--- config.mk ---
export PLATFORM = sky130hd
export DESIGN_NAME = audstat_flags
export DESIGN_NICKNAME = d
export VERILOG_FILES = /design/src/rtl/audstat_pkg.sv /design/src/rtl/audstat_sync.sv /design/src/rtl/audstat_sticky.sv /design/src/rtl/audstat_flags.sv
export SDC_FILE = /design/constraint.sdc
export NUM_CORES = 1
export LEC_CHECK = 0
export BUFFER_PORTS_ARGS = -buffer_cell sky130_fd_sc_hd__buf_4
export CAP_MARGIN = 20
export CORE_MARGIN = 3
export CORE_UTILIZATION = 42
export CTS_CLUSTER_DIAMETER = 50
export DETAILED_ROUTE_END_ITERATION = 6
export GPL_ROUTABILITY_DRIVEN = 0
export GPL_TIMING_DRIVEN = 0
export HOLD_SLACK_MARGIN = 0.02
export PLACE_DENSITY = 0.73
export SLEW_MARGIN = 20
export SYNTH_ARGS = -nofsm -noshare
export SYNTH_HDL_FRONTEND = slang
export SYNTH_HIERARCHICAL = 1
export SYNTH_SLANG_ARGS = --single-unit
--- constraint.sdc ---
create_clock -name clk -period 1.1 [get_ports clk]
set_input_delay 0.165 -clock clk [delete_from_list [all_inputs] [get_ports clk]]
set_output_delay 0.165 -clock clk [all_outputs]
set_load 0.005 [all_outputs]
--- src/rtl/audstat_pkg.sv ---
// Shared constants and types for the audio status flag register.
// Assumes two channels; channel 0 maps to the upper nibble, channel 1 to the lower.
package audstat_pkg;
    localparam int NUM_CH      = 2;
    localparam int BITS_PER_CH = 3;
    localparam int REG_W       = 8;
    localparam int NIBBLE_W    = REG_W / NUM_CH;

    // Per-channel status sources in a fixed order.
    typedef struct packed {
        logic settled;
        logic powered;
        logic saturated;
    } ch_stat_t;

    // Bit index of a channel's most significant field in the register.
    function automatic int ch_base(input int ch);
        return REG_W - 1 - ch * NIBBLE_W;
    endfunction
endpackage

--- src/rtl/audstat_sync.sv ---
// Multi-stage level synchronizer for a vector of independent status bits.
// Assumes each bit is a slow level; no bus coherence between bits is implied.
module audstat_sync #(
    parameter int W      = 6,
    parameter int STAGES = 2
) (
    input  logic         clk,
    input  logic         rst_n,
    input  logic [W-1:0] async_i,
    output logic [W-1:0] sync_o
);
    localparam int LAST = STAGES - 1;

    logic [W-1:0] stg_q [STAGES];

    // Shift the raw levels through the synchronizer chain.
    always_ff @(posedge clk) begin
        if (!rst_n) begin
            for (int i = 0; i < STAGES; i++) stg_q[i] <= '0;
        end else begin
            stg_q[0] <= async_i;
            for (int i = 1; i < STAGES; i++) stg_q[i] <= stg_q[i-1];
        end
    end

    assign sync_o = stg_q[LAST];
endmodule

--- src/rtl/audstat_sticky.sv ---
// Rising-edge detection and sticky event flags with clear-on-read.
// Assumes sources are already synchronized. A set coinciding with a clear wins.
module audstat_sticky #(
    parameter int W = 2
) (
    input  logic         clk,
    input  logic         rst_n,
    input  logic [W-1:0] src_i,
    input  logic         clr_i,
    output logic [W-1:0] rise_o,
    output logic [W-1:0] flag_o
);
    logic [W-1:0] prev_q;
    logic [W-1:0] flag_q;

    // Remember last cycle's source level for edge detection.
    always_ff @(posedge clk) begin
        if (!rst_n) prev_q <= '0;
        else        prev_q <= src_i;
    end

    assign rise_o = src_i & ~prev_q;

    generate
        for (genvar b = 0; b < W; b++) begin : g_flag
            // Set on a new edge, otherwise clear on read, otherwise hold.
            always_ff @(posedge clk) begin
                if (!rst_n)         flag_q[b] <= 1'b0;
                else if (rise_o[b]) flag_q[b] <= 1'b1;
                else if (clr_i)     flag_q[b] <= 1'b0;
            end
        end
    endgenerate

    assign flag_o = flag_q;
endmodule

--- src/rtl/audstat_flags.sv ---
// Top of the audio status flag register: synchronizes six status sources,
// presents live and sticky bits on an 8-bit read bus, clears sticky bits on read.
// Assumes rd_stb_i is a one-cycle pulse per register read; writes are discarded.
module audstat_flags
    import audstat_pkg::*;
#(
    parameter int SYNC_STAGES = 2
) (
    input  logic       clk,
    input  logic       rst_n,
    input  logic       left_settled_i,
    input  logic       left_powered_i,
    input  logic       left_sat_i,
    input  logic       right_settled_i,
    input  logic       right_powered_i,
    input  logic       right_sat_i,
    input  logic       rd_stb_i,
    input  logic       wr_stb_i,
    input  logic [7:0] wr_data_i,
    output logic [7:0] rd_data_o
);
    localparam int RAW_W = NUM_CH * BITS_PER_CH;

    ch_stat_t [NUM_CH-1:0] raw_st;
    ch_stat_t [NUM_CH-1:0] syn_st;
    logic [NUM_CH-1:0]     sat_src;
    logic [NUM_CH-1:0]     sat_rise;
    logic [NUM_CH-1:0]     sat_flag;
    logic                  wr_unused;

    // Collect raw inputs per channel.
    assign raw_st[0] = '{settled: left_settled_i,  powered: left_powered_i,  saturated: left_sat_i};
    assign raw_st[1] = '{settled: right_settled_i, powered: right_powered_i, saturated: right_sat_i};

    // Writes are accepted and discarded.
    assign wr_unused = ^{wr_stb_i, wr_data_i};

    audstat_sync #(
        .W      (RAW_W),
        .STAGES (SYNC_STAGES)
    ) sync_i (
        .clk     (clk),
        .rst_n   (rst_n),
        .async_i (raw_st),
        .sync_o  (syn_st)
    );

    generate
        for (genvar c = 0; c < NUM_CH; c++) begin : g_src
            assign sat_src[c] = syn_st[c].saturated;
        end
    endgenerate

    audstat_sticky #(
        .W (NUM_CH)
    ) sticky_i (
        .clk    (clk),
        .rst_n  (rst_n),
        .src_i  (sat_src),
        .clr_i  (rd_stb_i),
        .rise_o (sat_rise),
        .flag_o (sat_flag)
    );

    generate
        for (genvar c = 0; c < NUM_CH; c++) begin : g_map
            localparam int B = ch_base(c);
            assign rd_data_o[B]   = syn_st[c].settled;
            assign rd_data_o[B-1] = syn_st[c].powered;
            assign rd_data_o[B-2] = sat_flag[c];
            assign rd_data_o[B-3] = 1'b0;
        end
    endgenerate
endmodule

# == After elaboration in Yosys (flattened, before gate mapping) ==
# Memories as Yosys holds them, arrays and structs flattened.
# Cells that the tools add are included.
# op_classes
bitwise_logic,4
n_mux,7
reduce_logical,2
# op_table
op,n
$mux W6,2
$mux W1,5
$reduce_bool A2 Y1,2
$and A2 B2 Y2,1
$not A2 Y2,1
$or A1 B1 Y1,2
# word_totals
reg_bits,4
wordCells,17
memories,1
inputBits,18
mem_bits_rw,12
out_inout_bits,8
# mem_list
name,words,width,rd,rd_clocked_by_memory_dff,wr,line,source
sync_i.stg_q,2,6,2,0,2,audstat_sync.sv:14,logic [W-1:0] stg_q [STAGES];

# == Longest topological paths before layout ==
# Gate-level depths: netlist of the first run.
# logic_depth
ltp_word,3
ltp_mapped,3
ltp_nobuf,2

# == Modules after synthesis ==
# Netlist of the first run, hierarchy kept.
# modules_own_cells
mod,instances,area_each_um2,seq_area_each_um2,cells_per_inst
audstat_sync,1,381.6,240.2,31
audstat_sticky,1,150.1,80.1,12
audstat_flags,1,18.8,0.0,3

# == Least setup slack after synthesis of the first run ==
# OpenSTA, ideal clock, no wires.
# synth_timing
path_kind,reg-to-reg
from,"mem sync_i.stg_q[1][0], in the netlist sync_i/stg_q[0][6]"
to,"reg sticky_i.flag_q[0], in the netlist sticky_i/flag_o[0]"
synth_period_minus_slack_ns,0.776
required_time_ns,0.985
path_slack_ns,0.324
path_stages_with_launch,4
path_buffers,1
arrival_time_ns,0.662
setup_ns,0.115
cell_sequence,dfxtp_1 > buf_4 > nor2b_4 > o21a_1
# synth_rtl
item,line,source
from (decl),audstat_sync.sv:14,
"to (signal, indexed assignment)",audstat_sticky.sv:28,if (!rst_n) flag_q[b] <= 1'b0;
"to (signal, indexed assignment)",audstat_sticky.sv:29,else if (rise_o[b]) flag_q[b] <= 1'b1;
"to (signal, indexed assignment)",audstat_sticky.sv:30,else if (clr_i) flag_q[b] <= 1'b0;
to (decl),audstat_sticky.sv:14,logic [W-1:0] flag_q;

==> key figures, run 1 <==
Outcome
  – Status: completed

Yosys
  – Compound-cell area share of the yosys netlist: 0.0273
  – Register area share after synthesis: 0.582
  – Largest family of logic cells by synthesized area: simple AND/OR/NAND/NOR gates
  – Distinct cells, synth: 9
  – Simple-gate share of the synthesized area: 0.255
  – Post-synthesis adder-cell area fraction: 0
  – Syn_area_per_cell: 12.0 µm²
  – Post-Synthesis Cell Area: 551 µm²
  – Synthesis-stage register bit count: 16
  – XOR/XNOR Fraction of Synth Area: 0
  – Cells after Synth: 46
  – Post-synthesis mux area share: 0
  – YS warnings: 6

Routing
  – Post-route antenna net violation count: 0
  – WL final: 601 µm
  – Routed WL per cell: 7.71 µm
  – Vias per cell: 3.88
  – DRC Markers: 0
  – Initial DRC Count: 1
  – Vias: 303
  – Drt first pass iters: 2

STA
  – # setup viols final: 0
  – Setup Skew: 0.00320 ns
  – Fin Setup TNS: 0 ns
  – Tcrit/Tclk final: 0.889
  – Fmax: 1020 MHz
  – Final Critical Period: 0.978 ns
  – RSZ-0062 raised after global routing: false
  – Slew Viols, Final: 0
  – Fin. Hold Viols: 0

Finish
  – ANT cells: 0
  – Final std cells w/o fill: 78
  – Filler cell count in the final layout: 107
  – Final core occ: 0.597
  – Layout cell share with drive strength beyond 1: 0.594
  – Reg area: 320 µm²
  – # nets final: 84
  – Synth-to-Final Area Change: 27.0%
  – Multi-input logic area: 163 µm²

CTS
  – Worst skew pair latency: 0.27 ns
  – CTS resizes: 0
  – Number of H-tree levels: 1
  – Clock sinks: 16
  – Num CTS Buffers: 3
  – Clock Tree Buf Depth: 2
  – Post-CTS Setup Bufs: 0
  – Hold-fix buffers, CTS: 0
  – CTS tree: yes
  – Worst-path clk slew: 0.08 ns
  – Root Buffer: clkbuf_4

Critical path
  – CP startpoint kind: flip-flop
  – Worst setup path class: reg2out
  – WP data required: 0.94 ns
  – Max Fanout on Critical Path: 1
  – Reg-to-reg slack, setup: 0.29 ns
  – Worst EP arrival: 0.81 ns
  – CP endpoint kind: output pin
  – FF-to-FF Start: sync_i/stg_q[0][9]
  – Worst Reg-to-Reg Cells: 3
  – Reg-to-reg endpoint: sticky_i/flag_o[1]

Power and ir drop
  – PD cells: 1400 nW/µm²
  – Lkg Pwr: 0.337 nW
  – Peak VDD IR: 0.774 mV

Hold path
  – Hold Path Class: in2reg
  – Hold_sp: right_settled_i
  – Hold-critical path depth: 2
  – Worst Hold Path EP: sync_i/stg_q[0][5]

Die
  – Die span in y: 42.2 µm
  – Die Wd: 42.2 µm
  – I/O pin count: 26
  – Placement Rows: 12
  – Area of the die: 1780 µm²
  – Initial Utilization: 0.470
  – Core footprint: 1170 µm²

Global routing
  – Grt ovf: 0
  – Largest net degree at the start of global routing: 11
  – Initial antenna violation count: 0
  – First-pass GRT wire length: 1150 µm
  – Number of global-route vias before repair: 270
  – GRT Util Overall: 0.0891

Place
  – Input/output buffers: 14
  – Placed Cells: 75

Flow run
  – # Max-Cap Violations: 0
-- report_power, final --
group / switching [mW] / internal [mW] / leakage [nW] / total, mW
combinational: 0.0239 / 0.0655 / 0.191 / 0.0894
clock: 0.150 / 0.127 / 0.0138 / 0.277
sequential: 0.00613 / 0.604 / 0.132 / 0.610
total: 0.180 / 0.796 / 0.337 / 0.976
-- worst max-delay path by stage --
stage | startpoint | endpoint | cells past startpoint
after floorplan | sync_i/stg_q[0][6] | sticky_i/flag_o[0] | 3
after global placement | sync_i/stg_q[0][9] | sticky_i/flag_o[1] | 3
after detailed placement | sync_i/stg_q[0][9] | sticky_i/flag_o[1] | 3
after CTS | sync_i/stg_q[0][11] | rd_data_o[3] | 2
after global routing | sync_i/stg_q[0][11] | rd_data_o[3] | 2
final | sync_i/stg_q[0][11] | rd_data_o[3] | 2
-- metal layers --
metal | vias to the layer above | track usage | part of all wire
met1 | 125 | 0.105 | 0.39
li1 | 164 | - | -
met4 | 0 | 0.0745 | 0.020
met3 | 2 | 0.0386 | 0.12
met5 | - | 0 | 0
met2 | 12 | 0.122 | 0.46
-- worst max-delay path: stages, from the launching register on --
cell and delay (ns):
dfxtp_1 0.31, buf_4 0.12, buf_4 0.12
-- final cells by class --
| type | count | area share |
|---|---|---|
| multi-input combinational | 22 | 0.233 |
| clock buffer | 3 | 0.0322 |
| sequential | 16 | 0.458 |
| tap | 14 | 0.0250 |
| timing repair buffer | 14 | 0.150 |
| buffer | 9 | 0.102 |
-- per-stage QoR --
stage | cell area (µm²) | total power [mW] | hold WS [ns] | setup slack (ns)
final | 699 | 0.976 | 0.100 | 0.122
after global routing | 699 | 1.04 | 0.0963 | 0.0734
after CTS | 699 | 0.993 | 0.0879 | 0.105
after detailed placement | 677 | 0.714 | 0.376 | 0.303
after global placement | 677 | 0.712 | 0.374 | 0.316
after floorplan | 554 | 0.673 | 0.283 | 0.324
-- sequential cells by signal, summed over array words and instances (netlist names) --
| name | count |
|---|---|
| sticky_i/flag_o | 2 |
| sticky_i/prev_q | 2 |
| sync_i/stg_q | 12 |
-- kinds of logic (layout without fill, tap and decap cells) --
logic type / after synthesis / after routing
other cells: 1 / 2
buf+inv: 9 / 26
simple gates: 18 / 18
compound gates: 2 / 2
flops: 16 / 16
-- Yosys cell counts --
| cell type | count | share of area |
|---|---|---|
| and2_1 | 4 | 0.045 |
| buf_6 | 1 | 0.020 |
| o21a_1 | 2 | 0.027 |
| dfxtp_1 | 16 | 0.58 |
| conb_1 | 1 | 0.0068 |
| nor2b_4 | 2 | 0.050 |
| and2_2 | 10 | 0.14 |
| nor2b_1 | 2 | 0.023 |
| buf_4 | 8 | 0.11 |
-- layout by cell type, fill, tap and decap left out, drive strengths merged --
master / netlist / layout
and2: 14 / 14
nor2b: 4 / 4
clkbuf: 0 / 3
o21a: 2 / 2
dfxtp: 16 / 16
conb: 1 / 2
buf: 9 / 23
(Power assumes the default switching activity.)
==> inputs of run 2 (changes only) <==
--- a/config.mk
+++ b/config.mk
@@ -14,8 +14,8 @@
 export GPL_ROUTABILITY_DRIVEN = 0
 export GPL_TIMING_DRIVEN = 0
 export HOLD_SLACK_MARGIN = 0.02
-export PLACE_DENSITY = 0.73
-export SLEW_MARGIN = 20
+export MAX_ROUTING_LAYER = met4
+export PLACE_DENSITY = 0.74
 export SYNTH_ARGS = -nofsm -noshare
 export SYNTH_HDL_FRONTEND = slang
 export SYNTH_HIERARCHICAL = 1
==> run 2 against run 1 <==
Utilization rose by 1.2 points; clock power up 33%; global-route usage is 0.51 points higher; critical path depth stayed put; combinational power rose by 0.9%; sequential share of layout area is 0.88 points lower; worst setup slack got worse by 0.0052 ns; critical endpoint is now rd_data_o[6].
==> key figures, run 2 (synthesis results as in run 1) <==
Outcome
  – Status: completed (unchanged)

Finish
  – Synth-to-Final Area Change: 29.5% (was 27.0%)
  – Filler cell count in the final layout: 111 (was 107)
  – ANT cells: 0 (unchanged)
  – Design area: 713 µm² (was 699 µm²)
  – Commonest non-fill, non-tap cell in the layout: buf_4 (unchanged)
  – Commonest non-fill, non-tap cells in the layout: buf_4 (22), dfxtp_1 (16), and2_2 (10) (unchanged)
  – # nets final: 84 (unchanged)
  – Biggest register: sync_i/stg_q (unchanged)
  – Max reg flops: 12 (unchanged)
  – Layout cell share with drive strength beyond 1: 0.600 (was 0.594)

Global routing
  – Largest net degree at the start of global routing: 11 (unchanged)
  – GRT Util Overall: 0.0942 (was 0.0891)
  – Grt ovf: 0 (unchanged)
  – First-pass GRT wire length: 1170 µm (was 1150 µm)
  – Initial antenna violation count: 0 (unchanged)
  – Number of global-route vias before repair: 294 (was 270)

Critical path
  – Crit path cell chain: buf_4, buf_4 (unchanged)
  – CP endpoint kind: output pin (unchanged)
  – WP data required: 0.94 ns (about the same)
  – CP startpoint kind: flip-flop (unchanged)
  – Setup crit start: sync_i/stg_q[0][7] (was sync_i/stg_q[0][11])
  – CP max stage delay: 0.30 ns (was 0.31 ns)
  – Buf/Inv on CP: 2 (unchanged)
  – FF-to-FF Start: sync_i/stg_q[0][9] (unchanged)
  – Worst setup path class: reg2out (unchanged)
  – CP delay by family, top: flip-flops (unchanged)
  – Slowest-stage cell, CP: dfxtp_1 (unchanged)
  – Most frequent CP cell: buf_4 (unchanged)
  – Max Fanout on Critical Path: 1 (unchanged)
  – Worst EP arrival: 0.82 ns (was 0.81 ns)

Die
  – Area of the die: 1780 µm² (unchanged)
  – Placement Rows: 12 (unchanged)
  – Initial Utilization: 0.470 (unchanged)
  – Die Wd: 42.2 µm (unchanged)
  – I/O pin count: 26 (unchanged)
  – Core footprint: 1170 µm² (unchanged)
  – Die span in y: 42.2 µm (unchanged)

CTS
  – CTS tree: yes (unchanged)
  – CTS resizes: 0 (unchanged)
  – Root Buffer: clkbuf_4 (unchanged)
  – Number of H-tree levels: 1 (unchanged)
  – Clock sinks: 16 (unchanged)
  – Hold-fix buffers, CTS: 0 (unchanged)
  – Clock Tree Buf Depth: 2 (unchanged)
  – Num CTS Buffers: 3 (unchanged)
  – Worst-path clk slew: 0.08 ns (about the same)
  – Post-CTS Setup Bufs: 0 (unchanged)
  – Worst skew pair latency: 0.27 ns (about the same)

Routing
  – Post-route antenna net violation count: 0 (unchanged)
  – Drt first pass iters: 2 (unchanged)
  – Initial DRC Count: 2 (was 1)
  – Vias: 300 (was 303)
  – Vias per cell: 3.80 (was 3.88)
  – DRC Markers: 0 (unchanged)
  – Routed WL per cell: 8.39 µm (was 7.71 µm)
  – WL final: 663 µm (was 601 µm)

Hold path
  – Hold_sp: right_settled_i (unchanged)
  – Hold Path Class: in2reg (unchanged)

STA
  – Final Critical Period: 0.983 ns (was 0.978 ns)
  – Fmax: 1020 MHz (about the same)
  – Setup Skew: 0.00122 ns (was 0.00320 ns)
  – # setup viols final: 0 (unchanged)
  – RSZ-0062 raised after global routing: false (unchanged)
  – Slew Viols, Final: 0 (unchanged)
  – Fin. Hold Viols: 0 (unchanged)
  – Tcrit/Tclk final: 0.894 (was 0.889)
  – Fin Setup TNS: 0 ns (unchanged)

Place
  – Input/output buffers: 14 (unchanged)
  – Area post-placement: 677 µm² (unchanged)
  – Post-DP HPWL: 489 µm

Power and ir drop
  – Peak VDD IR: 0.814 mV (was 0.774 mV)
  – PD cells: 1500 nW/µm² (was 1400 nW/µm²)
  – Lkg Pwr: 0.344 nW (was 0.337 nW)

Flow run
  – # Max-Cap Violations: 0 (unchanged)
## run 2: changes by cell type in the layout (fill, tap and decap cells not counted), sizes merged
cell	change
clkbuf	+1
## run 2: worst reg2reg max path, stage by stage (launching register included)
cell     delay, ns
dfxtp_1       0.31
buf_4         0.12
nor2b_4       0.11
o21a_1        0.17
## run 2: through the flow
stage               setup slack (ns)  utilization  instances  total power, mW  hold WS [ns]
detailed placement             0.309        0.578         75            0.715         0.379
floorplan                      0.324            -         47            0.673         0.283
global placement               0.317        0.578         75            0.712         0.373
CTS                            0.103        0.609         79             1.09        0.0834
finish                         0.117        0.609         79             1.07        0.0929
global route                  0.0750        0.609         79             1.13        0.0856
## run 2: layer usage
| metal | vias up | part of all wire | wire length, µm | track usage |
|---|---|---|---|---|
| met5 | - | 0 | 0 | - |
| met4 | 0 | 0.0090 | 6 | 0.0745 |
| met3 | 2 | 0.10 | 66 | 0.0429 |
| met2 | 11 | 0.48 | 315 | 0.140 |
| met1 | 119 | 0.41 | 274 | 0.0945 |
| li1 | 168 | - | - | - |
## run 2: where the power goes
part / internal (mW) / switching (mW)
combinational: 0.0656 / 0.0246
sequential: 0.604 / 0.00627
clock: 0.201 / 0.167
total: 0.870 / 0.198
## run 2: path summary, 6_finish.rpt
path,end,cells past startpoint,slack (ns)
setup / recovery,rd_data_o[6],2,0.12
hold / removal,sync_i/stg_q[0][5],2,0.09
setup reg to reg,sticky_i/flag_o[1],3,0.30
hold reg to reg,sync_i/stg_q[0][7],1,0.44
## run 2: cell type report
cell class | count | area, µm² | area share
Clock buffer | 4 | 36.3 | 0.0509
Multi-Input combinational cell | 22 | 163 | 0.228
Buffer | 9 | 71.3 | 0.100
Sequential cell | 16 | 320 | 0.449
Timing Repair Buffer | 14 | 105 | 0.147
Tap cell | 14 | 17.5 | 0.0246
